[src/rtl/fcf_pkg.sv]
package fcf_pkg;

  // Write-side mode: storing beats of the current frame, or swallowing
  // the tail of a frame that overflowed.
  typedef enum logic {
    WR_STORE = 1'b0,
    WR_FLUSH = 1'b1
  } wr_mode_e;

endpackage

[src/rtl/fcf_store.sv]
module fcf_store #(
  parameter int DATA_W = 32,
  parameter int DEPTH  = 16,
  localparam int AW    = $clog2(DEPTH),
  localparam int EW    = DATA_W + 1
) (
  input  logic          clk,
  input  logic          wr_en,
  input  logic [AW-1:0] wr_addr,
  input  logic [EW-1:0] wr_entry,
  input  logic [AW-1:0] rd_addr,
  output logic [EW-1:0] rd_entry
);

  logic [EW-1:0] mem [DEPTH];

  always_ff @(posedge clk) begin
    if (wr_en) mem[wr_addr] <= wr_entry;
  end

  assign rd_entry = mem[rd_addr];

endmodule

[src/rtl/fcf_wr_ctrl.sv]
module fcf_wr_ctrl
  import fcf_pkg::*;
#(
  parameter int DEPTH = 16,
  parameter int CNT_W = 8,
  localparam int AW   = $clog2(DEPTH),
  localparam int PW   = AW + 1
) (
  input  logic          clk,
  input  logic          rst_n,
  input  logic          beat,
  input  logic          last,
  input  logic          err,
  input  logic [PW-1:0] rd_ptr,
  output logic          wr_en,
  output logic [AW-1:0] wr_addr,
  output logic [PW-1:0] commit_ptr,
  output logic          drop_pulse,
  output logic [CNT_W-1:0] drop_count
);

  localparam logic [PW-1:0] CAP = PW'(DEPTH);
  localparam logic [CNT_W-1:0] CNT_MAX = '1;

  logic [PW-1:0] spec_q, spec_d, commit_q, commit_d;
  wr_mode_e      mode_q, mode_d;
  logic          ovf;
  logic          full;
  logic [PW-1:0] spec_inc;

  assign spec_inc = spec_q + PW'(1);
  assign full     = (spec_q - rd_ptr) == CAP;

  always_comb begin
    spec_d   = spec_q;
    commit_d = commit_q;
    mode_d   = mode_q;
    wr_en    = 1'b0;
    ovf      = 1'b0;
    if (beat) begin
      unique case (mode_q)
        WR_FLUSH: begin
          if (last) mode_d = WR_STORE;
        end
        WR_STORE: begin
          if (full) begin
            ovf    = 1'b1;
            spec_d = commit_q;
            if (!last) mode_d = WR_FLUSH;
          end else begin
            wr_en = 1'b1;
            if (last && err) begin
              spec_d = commit_q;
            end else if (last) begin
              spec_d   = spec_inc;
              commit_d = spec_inc;
            end else begin
              spec_d = spec_inc;
            end
          end
        end
        default: mode_d = WR_STORE;
      endcase
    end
  end

  always_ff @(posedge clk or negedge rst_n) begin
    if (!rst_n) begin
      spec_q     <= '0;
      commit_q   <= '0;
      mode_q     <= WR_STORE;
      drop_pulse <= 1'b0;
      drop_count <= '0;
    end else begin
      spec_q     <= spec_d;
      commit_q   <= commit_d;
      mode_q     <= mode_d;
      drop_pulse <= ovf;
      if (ovf && drop_count != CNT_MAX) drop_count <= drop_count + CNT_W'(1);
    end
  end

  assign wr_addr    = spec_q[AW-1:0];
  assign commit_ptr = commit_q;

endmodule

[src/rtl/fcf_rd_ctrl.sv]
module fcf_rd_ctrl #(
  parameter int DEPTH = 16,
  localparam int AW   = $clog2(DEPTH),
  localparam int PW   = AW + 1
) (
  input  logic          clk,
  input  logic          rst_n,
  input  logic [PW-1:0] commit_ptr,
  input  logic          pop_ready,
  output logic          have_data,
  output logic [PW-1:0] rd_ptr
);

  logic [PW-1:0] rd_q;

  assign have_data = rd_q != commit_ptr;
  assign rd_ptr    = rd_q;

  always_ff @(posedge clk or negedge rst_n) begin
    if (!rst_n)                      rd_q <= '0;
    else if (have_data && pop_ready) rd_q <= rd_q + PW'(1);
  end

endmodule

[src/rtl/frag_commit_fifo.sv]
module frag_commit_fifo #(
  parameter int DATA_W = 32,
  parameter int DEPTH  = 16,
  parameter int CNT_W  = 8
) (
  input  logic              clk,
  input  logic              rst_n,
  input  logic              s_tvalid,
  output logic              s_tready,
  input  logic [DATA_W-1:0] s_tdata,
  input  logic              s_tlast,
  input  logic              s_tuser,
  output logic              m_tvalid,
  input  logic              m_tready,
  output logic [DATA_W-1:0] m_tdata,
  output logic              m_tlast,
  output logic              drop_pulse,
  output logic [CNT_W-1:0]  drop_count
);

  localparam int AW = $clog2(DEPTH);
  localparam int PW = AW + 1;
  localparam int EW = DATA_W + 1;

  logic          wr_en;
  logic [AW-1:0] wr_addr;
  logic [PW-1:0] commit_ptr;
  logic [PW-1:0] rd_ptr;
  logic [EW-1:0] rd_entry;

  assign s_tready = 1'b1;

  fcf_wr_ctrl #(.DEPTH(DEPTH), .CNT_W(CNT_W)) u_wr (
    .clk        (clk),
    .rst_n      (rst_n),
    .beat       (s_tvalid),
    .last       (s_tlast),
    .err        (s_tuser),
    .rd_ptr     (rd_ptr),
    .wr_en      (wr_en),
    .wr_addr    (wr_addr),
    .commit_ptr (commit_ptr),
    .drop_pulse (drop_pulse),
    .drop_count (drop_count)
  );

  fcf_store #(.DATA_W(DATA_W), .DEPTH(DEPTH)) u_store (
    .clk      (clk),
    .wr_en    (wr_en),
    .wr_addr  (wr_addr),
    .wr_entry ({s_tlast, s_tdata}),
    .rd_addr  (rd_ptr[AW-1:0]),
    .rd_entry (rd_entry)
  );

  fcf_rd_ctrl #(.DEPTH(DEPTH)) u_rd (
    .clk        (clk),
    .rst_n      (rst_n),
    .commit_ptr (commit_ptr),
    .pop_ready  (m_tready),
    .have_data  (m_tvalid),
    .rd_ptr     (rd_ptr)
  );

  assign m_tdata = rd_entry[DATA_W-1:0];
  assign m_tlast = rd_entry[DATA_W];

endmodule

[config.mk]
export PLATFORM = sky130hd
export DESIGN_NAME = frag_commit_fifo
export DESIGN_NICKNAME = d
export VERILOG_FILES = /design/src/rtl/fcf_pkg.sv /design/src/rtl/fcf_store.sv /design/src/rtl/fcf_wr_ctrl.sv /design/src/rtl/fcf_rd_ctrl.sv /design/src/rtl/frag_commit_fifo.sv
export SDC_FILE = /design/constraint.sdc
export NUM_CORES = 1
export LEC_CHECK = 0
export BUFFER_PORTS_ARGS = -buffer_cell sky130_fd_sc_hd__buf_2
export CORE_UTILIZATION = 55
export DETAILED_ROUTE_END_ITERATION = 16
export GPL_TIMING_DRIVEN = 0
export MAX_ROUTING_LAYER = met4
export PLACE_DENSITY = 0.87
export SLEW_MARGIN = 20
export SYNTH_ARGS = -nofsm -noshare
export SYNTH_HDL_FRONTEND = slang
export SYNTH_HIERARCHICAL = 1
export SYNTH_SLANG_ARGS = --single-unit
[constraint.sdc]
create_clock -name clk -period 4.7 [get_ports clk]
set_input_delay 0.47 -clock clk [delete_from_list [all_inputs] [get_ports clk]]
set_output_delay 0.47 -clock clk [all_outputs]
set_load 0.03 [all_outputs]
==> results.cfg, run 1 <==
[place]
io_buffers = 80
dp_slack_ps = 1010
dpl_cell_area_sq_um = 23100
hpwl_um = 29700
gp_congestion = 0.760
dp_cells = 1611

[grt]
grtUsageTotal_pct = 27.3
overflow = 0
met2_usage_pct = 44.7
grt_util_met3_pct = 5.56
grt_max_degree = 26
grt_most_used_layer = met2
use_met1_pct = 33.5
grt_pass1_vias = 11500
antenna_found_initial = 2
grt_pass1_wl_um = 73800

[finish]
fill_cells = 2420
final_cells = 1710
nets = 1193
stdcell_area_sq_um = 24900
area.growth.synth_to_final_pct = 15.8
multiInputGateArea_sq_um = 4730
final_core_util_pct = 64.5
drive_gt1_share_pct = 29.9
regArea_sq_um = 16500

[synth]
seq_area_frac_synth_pct = 76.6
synth_cells = 983
synth.net_count = 1028
synth_largest_area_cell = edfxtp_1
synthMostInstantiatedCell = edfxtp_1
syn-cell-area_sq_um = 21500
synth_edf_count = 528
synthTopCellsByArea = edfxtp_1 74%, mux4_2 12%, dfrtp_1 2.9%
yosysWarnings = 6
synth_seq_cells = 553
synthArstFlopShare_pct = 4.52
yosys-top-cells-count = 528 x edfxtp_1, 113 x mux4_2, 66 x a22oi_1
synth_top_area_share_pct = 73.7
yosys_most_used_dff = edfxtp_1
yosysUniqueCellTypes = 47
syn_avg_cell_area_sq_um = 21.9

[power_and_ir_drop]
internal-power_mw = 10.7
switchingPower_mw = 5.45
comb_power_share_pct = 34.3
swShare_pct = 33.8
p_leak_nw = 8.27
power_density_nw_per_um2 = 646
p_seq_share_pct = 38.8
pwr-share-clk_pct = 26.9
vdd_ir_drop_max_v = 0.000377

[detailed_routing]
wire_per_inst_um = 29.9
drt_pass1_iterations = 11
post_drt_via_cell_ratio = 6.54
ant_nets = 0
drt-total-wl_um = 51200
drc = 2
dr_total_vias = 11200
drt_iter0_markers = 1315

[floorplanning]
die_w_um = 200
start_util_pct = 55.7
die_height_um = 200
core_sq_um = 38600
ios = 82
rows = 72
die_area_sq_um = 39900

[critical_path]
crit_type = reg -> out
start_kind = flip-flop
critPathRequiredTime_ps = 4230
worstPathArrival_ps = 3360
cp_max_fo = 10
end_kind = output pin

[timing]
hold_ws_ps = 123
finalHoldViolations = 0
slew_headroom_pct = 30.3
layout_setup_ws_ps = 868
grt_setup_unrepaired = false
fin_crit_sh_pct = 81.5
timing.fmax_ghz = 0.261
setup-violations-final = 0
finalCriticalPeriod_ps = 3830
finalClockSkew_ps = 20.3
tightest_slew_ps = 1040
drv_slew = 0

[clock_network]
cts_tree = yes
post_cts_resized = 0
worst_skew_pair.late_latency_ps = 590
root_buffer = clkbuf_16
cts_buffers = 52
cts.htree.levels = 2
clk_pin_slew_worst_paths_ps = 60
clock_path_buffers = 3
cts.sinks = 553

[outcome]
failed_checks = design-rule violations
outcome = finished, violations left

[min_path]
timing.hold.worst.class = in -> reg

[run]
drv_cap = 0
[logic make-up (layout without fill, tap and decap cells)]
group | Yosys count | in the layout | share of synthesized area, %
AOI/OAI and AO/OA | 86 | 86 | 2.94
muxes | 141 | 141 | 14.6
buffers and inverters | 62 | 268 | 1.91
other | 1 | 4 | 0.0174
and+or+nand+nor | 115 | 115 | 2.75
xor gates and xnor gates | 18 | 18 | 0.733
adders and majority gates | 7 | 7 | 0.407
DFF | 553 | 553 | 76.6
[cell type report]
type                    instances  share of cell area [%]
multi-input cells             368                    19.0
clock buffers                  64                    5.57
flip-flops and latches        553                    66.1
repair buffers                111                    3.49
diodes                          3                  0.0301
well taps                     518                    2.60
clock inverters                31                    1.52
inverters                       9                   0.136
plain buffers                  53                    1.51
[power by group through the flow]
| stage | Sequential (mW) | Combinational (mW) | Clock [mW] |
|---|---|---|---|
| floorplan | 6.28 | 3.63 | 0 |
| global placement | 6.33 | 4.97 | 0 |
| detailed placement | 6.32 | 5.36 | 0 |
| CTS | 6.25 | 5.51 | 4.38 |
| global route | 6.28 | 5.79 | 4.56 |
| finish | 6.25 | 5.52 | 4.34 |
[placed cells by master, fill, tap and decap left out, types with 9 or more instances in the layout]
| cell | Yosys | final |
|---|---|---|
| dfrtp_1 | 25 | 25 |
| edfxtp_1 | 528 | 528 |
| inv_1 | 9 | 9 |
| a22oi_1 | 66 | 66 |
| nand2_1 | 49 | 49 |
| mux4_1 | 19 | 19 |
| buf_12 | 6 | 11 |
| clkbuf_16 | 0 | 54 |
| buf_2 | 13 | 93 |
| xor2_1 | 14 | 14 |
| mux4_2 | 113 | 113 |
| nor2_4 | 0 | 12 |
| buf_4 | 5 | 19 |
| clkbuf_1 | 21 | 31 |
[through the flow]
stage	setup TNS [ps]	power, mW
after floorplan	0	9.91
after global placement	-415460	11.3
after detailed placement	0	11.7
after CTS	0	16.1
after global routing	0	16.6
final	0	16.1
[routing by layer]
layer	vias up	share of wire (%)
met5	-	0
met1	5791	35
li1	4457	-
met4	0	4.0
met2	777	51
met3	166	10
[worst max-delay path, stage by stage (launching register included)]
cell      delay, ps
dfrtp_1         490
buf_2           290
buf_2           270
clkbuf_1        760
mux4_2          430
a22oi_1         170
nand2_1         170
buf_2           220
[flip-flops by register name (all words and copies together), names as in the netlist]
signal	flops
u_wr/spec_q	5
u_wr/drop_pulse	1
u_wr/drop_count	8
u_rd/rd_ptr	5
u_wr/commit_ptr	5
u_wr/mode_q	1
u_store/mem	528
[repair_timing]
item	in CTS	in global routing
endpoints found under the hold margin	25	0
hold buffers	1	0
buffers inserted	0	0
[final timing paths]
kind / from / to / slack, ps / cells after the start
max: u_rd/rd_ptr[1] / m_tdata[6] / 870 / 7
min: s_tvalid / u_wr/mode_q / 120 / 2
max reg2reg: u_rd/rd_ptr[3] / u_store/mem[0][11] / 960 / 10
min reg2reg: u_wr/drop_count[4] / u_wr/drop_count[4] / 510 / 1
max in group asynchronous: rst_n / u_wr/mode_q / 3890 / 2
min in group asynchronous: rst_n / u_wr/spec_q[3] / 440 / 2
Note: power is estimated with default switching activity, not from simulation.
==> inputs of run 2 (changes only) <==
CORE_UTILIZATION = 60   (was 55)
PLACE_DENSITY = 0.9   (was 0.87)
clock period = 3.95 ns   (was 4.7 ns; I/O delays follow)
==> run 2 against run 1 <==
Against the previous run:
- utilization increased by 6.6 points
- combinational power increased by 20%
- global-route usage grew 2.2 points
- the run now ends clean
- worst hold slack lost 97 ps
- largest cell class unchanged
- routed wire length is 0.37% lower
==> results.cfg, run 2 (synthesis gave the netlist of run 1 again) <==
[finish]
mostFrequentLayoutCell = edfxtp_1
drive_gt1_share_pct = 28.4
largest_register_ffs = 528
regMostFlops = u_store/mem
nets = 1190
top_regs = u_store/mem x528, u_wr/drop_count x8
mostFrequentLayoutCells = 528 x edfxtp_1, 113 x mux4_2, 93 x buf_2, 66 x a22oi_1, 53 x clkbuf_16
area.growth.synth_to_final_pct = 15.2

[clock_network]
cts_tree = yes
clock_path_buffers = 3
cts.htree.levels = 2
clk_pin_slew_worst_paths_ps = 60
cts.sinks = 553
worst_skew_pair.late_latency_ps = 580
root_buffer = clkbuf_16
cts_buffers = 52

[place]
gp_congestion = 0.778
hpwl_um = 29500
io_buffers = 80

[timing]
setup_tns_ps = 0
drv_slew = 0
finalClockSkew_ps = 25.8
setup-violations-final = 0
finalHoldViolations = 0
timing.fmax_ghz = 0.270
tightest_slew_ps = 965
fin_crit_sh_pct = 93.9
grt_setup_unrepaired = false
slew_headroom_pct = 35.6
finalCriticalPeriod_ps = 3710

[outcome]
outcome = finished, final reports clean

[floorplanning]
ios = 82
start_util_pct = 61.7
rows = 68
die_area_sq_um = 36600
die_height_um = 191
die_w_um = 191
core_sq_um = 34900

[critical_path]
crit_type = reg -> out
end_kind = output pin
start_kind = flip-flop
worstPathArrival_ps = 3310
cp_max_fo = 10
reg2reg_depth = 10
critPathRequiredTime_ps = 3560

[detailed_routing]
drc = 0
drt_iter0_markers = 1179
dr_total_vias = 11100
top_layer_used = met4
post_drt_via_cell_ratio = 6.76
wire_per_inst_um = 31.1
wl_met2_um = 25900
drt-total-wl_um = 51000
wl_met1_um = 17900
ant_nets = 0
wl_met3_um = 5070
drt_pass1_iterations = 6

[run]
drv_cap = 0

[power_and_ir_drop]
p_leak_nw = 8.22
power_density_nw_per_um2 = 758
vdd_ir_drop_max_v = 0.000509
power.total_mw = 18.8

[grt]
grt_pass1_wl_um = 73300
grt_max_degree = 26
overflow = 0
grt_pass1_vias = 11500
grtUsageTotal_pct = 29.5
antenna_found_initial = 2

[min_path]
timing.hold.worst.class = in -> reg
hold_depth = 2
[run 2: final timing paths]
check                              startpoint                  to  slack [ps]
hold / removal                       s_tvalid         u_wr/mode_q          30
max in group asynchronous               rst_n  u_wr/drop_count[2]        3210
setup reg to reg               u_rd/rd_ptr[3]  u_store/mem[8][17]         360
hold reg to reg            u_wr/drop_count[4]  u_wr/drop_count[4]         520
setup / recovery               u_rd/rd_ptr[1]          m_tdata[6]         240
min in group asynchronous               rst_n  u_wr/drop_count[6]         350
[run 2: critical path, stage by stage (launching register included)]
cell,delay (ps)
dfrtp_1,450
buf_2,260
buf_2,290
clkbuf_1,760
mux4_2,410
a22oi_1,190
nand2_1,160
buf_2,210
[run 2: per-stage QoR]
stage | cells | setup WS [ps] | hold WS, ps | area, sq um | utilization, %
2_1_floorplan | 983 | 269 | 99.4 | 21500 | -
3_3_place_gp | 1518 | -1250 | 417 | 22500 | 64.5
3_5_place_dp | 1543 | 167 | 422 | 23200 | 66.4
4_1_cts | 1638 | 102 | 11.2 | 24800 | 71.0
5_1_grt | 1642 | 166 | 25.4 | 24800 | 71.0
6_report | 1642 | 241 | 25.5 | 24800 | 71.0
[run 2: report_power, final]
part,switching [mW],internal (mW)
clock network,2.08,2.66
registers,0.301,7.13
logic,4.04,2.56
total,6.42,12.3
[run 2: what timing repair did]
item / 4_1_cts / 5_1_grt
setup buffers: 0 / 2
setup endpoints to repair: 0 / 11
hold buffers: 1 / 0
hold endpoints to repair: 25 / 0
gates resized for setup: 0 / 0
[run 2: metal layers]
layer / global-route usage (%) / vias to the layer above
met2: 47.8 / 788
met3: 5.69 / 164
met1: 36.8 / 5694
met5: - / -
li1: - / 4456
met4: 12.6 / 0
[run 2: layout make-up]
class	count	area, sq um
Clock inverter	24	195
Sequential cell	553	16500
Buffer	53	377
Fill cell	1982	10100
Tap cell	455	569
Timing Repair Buffer	108	967
Antenna cell	2	5.00
Clock buffer	70	1390
Multi-Input combinational cell	368	4760
Inverter	9	33.8
==> inputs of run 3 (changes only) <==
clock period = 3.8 ns   (was 3.95 ns; I/O delays follow)
==> run 3 against run 2 <==
Against the previous run:
- clock power up 4%
- largest power group unchanged
- critical path depth unchanged
- sequential share of layout area hardly changed
- first-iteration DRC count shrank 0.59%
- largest cell class unchanged
- utilization about the same
- setup slack worse by 140 ps
- die area did not move
- flip-flop and latch count did not move
==> results.cfg, run 3 (synthesis gave the netlist of run 1 again) <==
[outcome]
outcome = finished, final reports clean

[finish]
nets = 1190
regArea_sq_um = 16500
mostFrequentLayoutCells = 528 x edfxtp_1, 113 x mux4_2, 93 x buf_2, 66 x a22oi_1, 53 x clkbuf_16
area.growth.synth_to_final_pct = 15.2
drive_gt1_share_pct = 28.4
regMostFlops = u_store/mem
mostFrequentLayoutCell = edfxtp_1
final_core_util_pct = 71.0
largest_register_ffs = 528
top_regs = u_store/mem x528, u_wr/drop_count x8
multiInputGateArea_sq_um = 4760
fill_cells = 1979

[clock_network]
worst_skew_pair.late_latency_ps = 580
cts.htree.levels = 2
cts_tree = yes
cts_buffers = 52
cts.sinks = 553
clock_path_buffers = 3
clk_pin_slew_worst_paths_ps = 70
root_buffer = clkbuf_16
post_cts_resized = 0

[critical_path]
critPathRequiredTime_ps = 3420
regToRegSetupSlack_ps = 210
cp_max_fo = 10
worstPathArrival_ps = 3320
start_kind = flip-flop
end_kind = output pin
crit_type = reg -> out

[detailed_routing]
ant_nets = 0
wire_per_inst_um = 31.0
dr_total_vias = 11200
drt_pass1_iterations = 6
drc = 0
drt_iter0_markers = 1172
post_drt_via_cell_ratio = 6.83
drt-total-wl_um = 51000

[grt]
grt_pass1_wl_um = 73300
grt_pass1_vias = 11500
grt_max_degree = 26
antenna_found_initial = 2
grtUsageTotal_pct = 29.5
overflow = 0

[floorplanning]
core_sq_um = 34900
start_util_pct = 61.7
die_area_sq_um = 36600
rows = 68
die_height_um = 191
die_w_um = 191
ios = 82

[timing]
drv_slew = 0
timing.fmax_ghz = 0.271
finalHoldViolations = 0
tightest_slew_ps = 968
fin_crit_sh_pct = 97.3
finalClockSkew_ps = 23.2
grt_setup_unrepaired = false
finalCriticalPeriod_ps = 3700
setup-violations-final = 0
slew_headroom_pct = 35.4

[place]
gp_congestion = 0.778
io_buffers = 80
hpwl_um = 29500

[power_and_ir_drop]
vdd_ir_drop_max_v = 0.000529
power_density_nw_per_um2 = 787
power.total_mw = 19.5
p_leak_nw = 8.22

[run]
drv_cap = 0

[min_path]
timing.hold.worst.class = in -> reg
-- run 3: cell types whose count changed in the layout (fill, tap and decap cells not counted) --
cell,delta
dlygate4sd3_1,+1
buf_4,-1
diode_2,+1
-- run 3: layer usage --
layer	vias up	wire length, um	global-route usage [%]
met1	5770	17900	36.9
met3	168	5200	5.64
met5	-	0	-
met4	0	2210	12.4
met2	822	25700	47.9
li1	4455	-	-
-- run 3: where the power goes --
group	total, mW	switching (mW)	internal, mW	leakage [nW]
clock	4.92	2.15	2.76	0.758
combinational	6.85	4.20	2.66	2.38
sequential	7.72	0.313	7.41	5.08
total	19.5	6.66	12.8	8.22
-- run 3: area by class of cell --
cell class / count / share of cell area [%]
sequential: 553 / 66.5
tap: 455 / 2.30
timing repair buffer: 108 / 3.91
antenna: 3 / 0.0303
clock inverter: 24 / 0.788
buffer: 53 / 1.52
clock buffer: 70 / 5.61
multi-input combinational: 368 / 19.2
inverter: 9 / 0.136
-- run 3: what timing repair did --
action                     4_1_cts  5_1_grt
buffers inserted                 1        0
hold endpoints to repair        26        0
hold buffers                     2        0
setup endpoints to repair       11        0
-- run 3: path summary, 6_finish.rpt --
| path | start | depth (start not counted) | to |
|---|---|---|---|
| hold / removal | s_tdata[2] | 1 | u_store/mem[4][2] |
| min in group asynchronous | rst_n | 2 | u_wr/drop_count[6] |
| setup / recovery | u_rd/rd_ptr[1] | 7 | m_tdata[6] |
| setup reg to reg | u_rd/rd_ptr[3] | 9 | u_store/mem[1][24] |
| hold reg to reg | u_wr/drop_count[4] | 1 | u_wr/drop_count[4] |
| max in group asynchronous | rst_n | 2 | u_wr/drop_count[2] |
-- run 3: stage by stage --
stage	setup slack (ps)	hold WS, ps	TNS (ps)	std cells	instance area [sq um]
after floorplan	119	84.4	0	983	21500
after global placement	-1400	402	-615510	1518	22500
after detailed placement	17.2	407	0	1543	23200
after CTS	116	149	0	1640	24800
after global routing	31.1	164	0	1642	24800
final	104	167	0	1643	24800
-- run 3: critical path, stage by stage (launching register included) --
cell and delay [ps]:
dfrtp_1 450, buf_2 260, buf_2 290, clkbuf_1 760
mux4_2 410, a22oi_1 190, nand2_1 160, buf_2 210
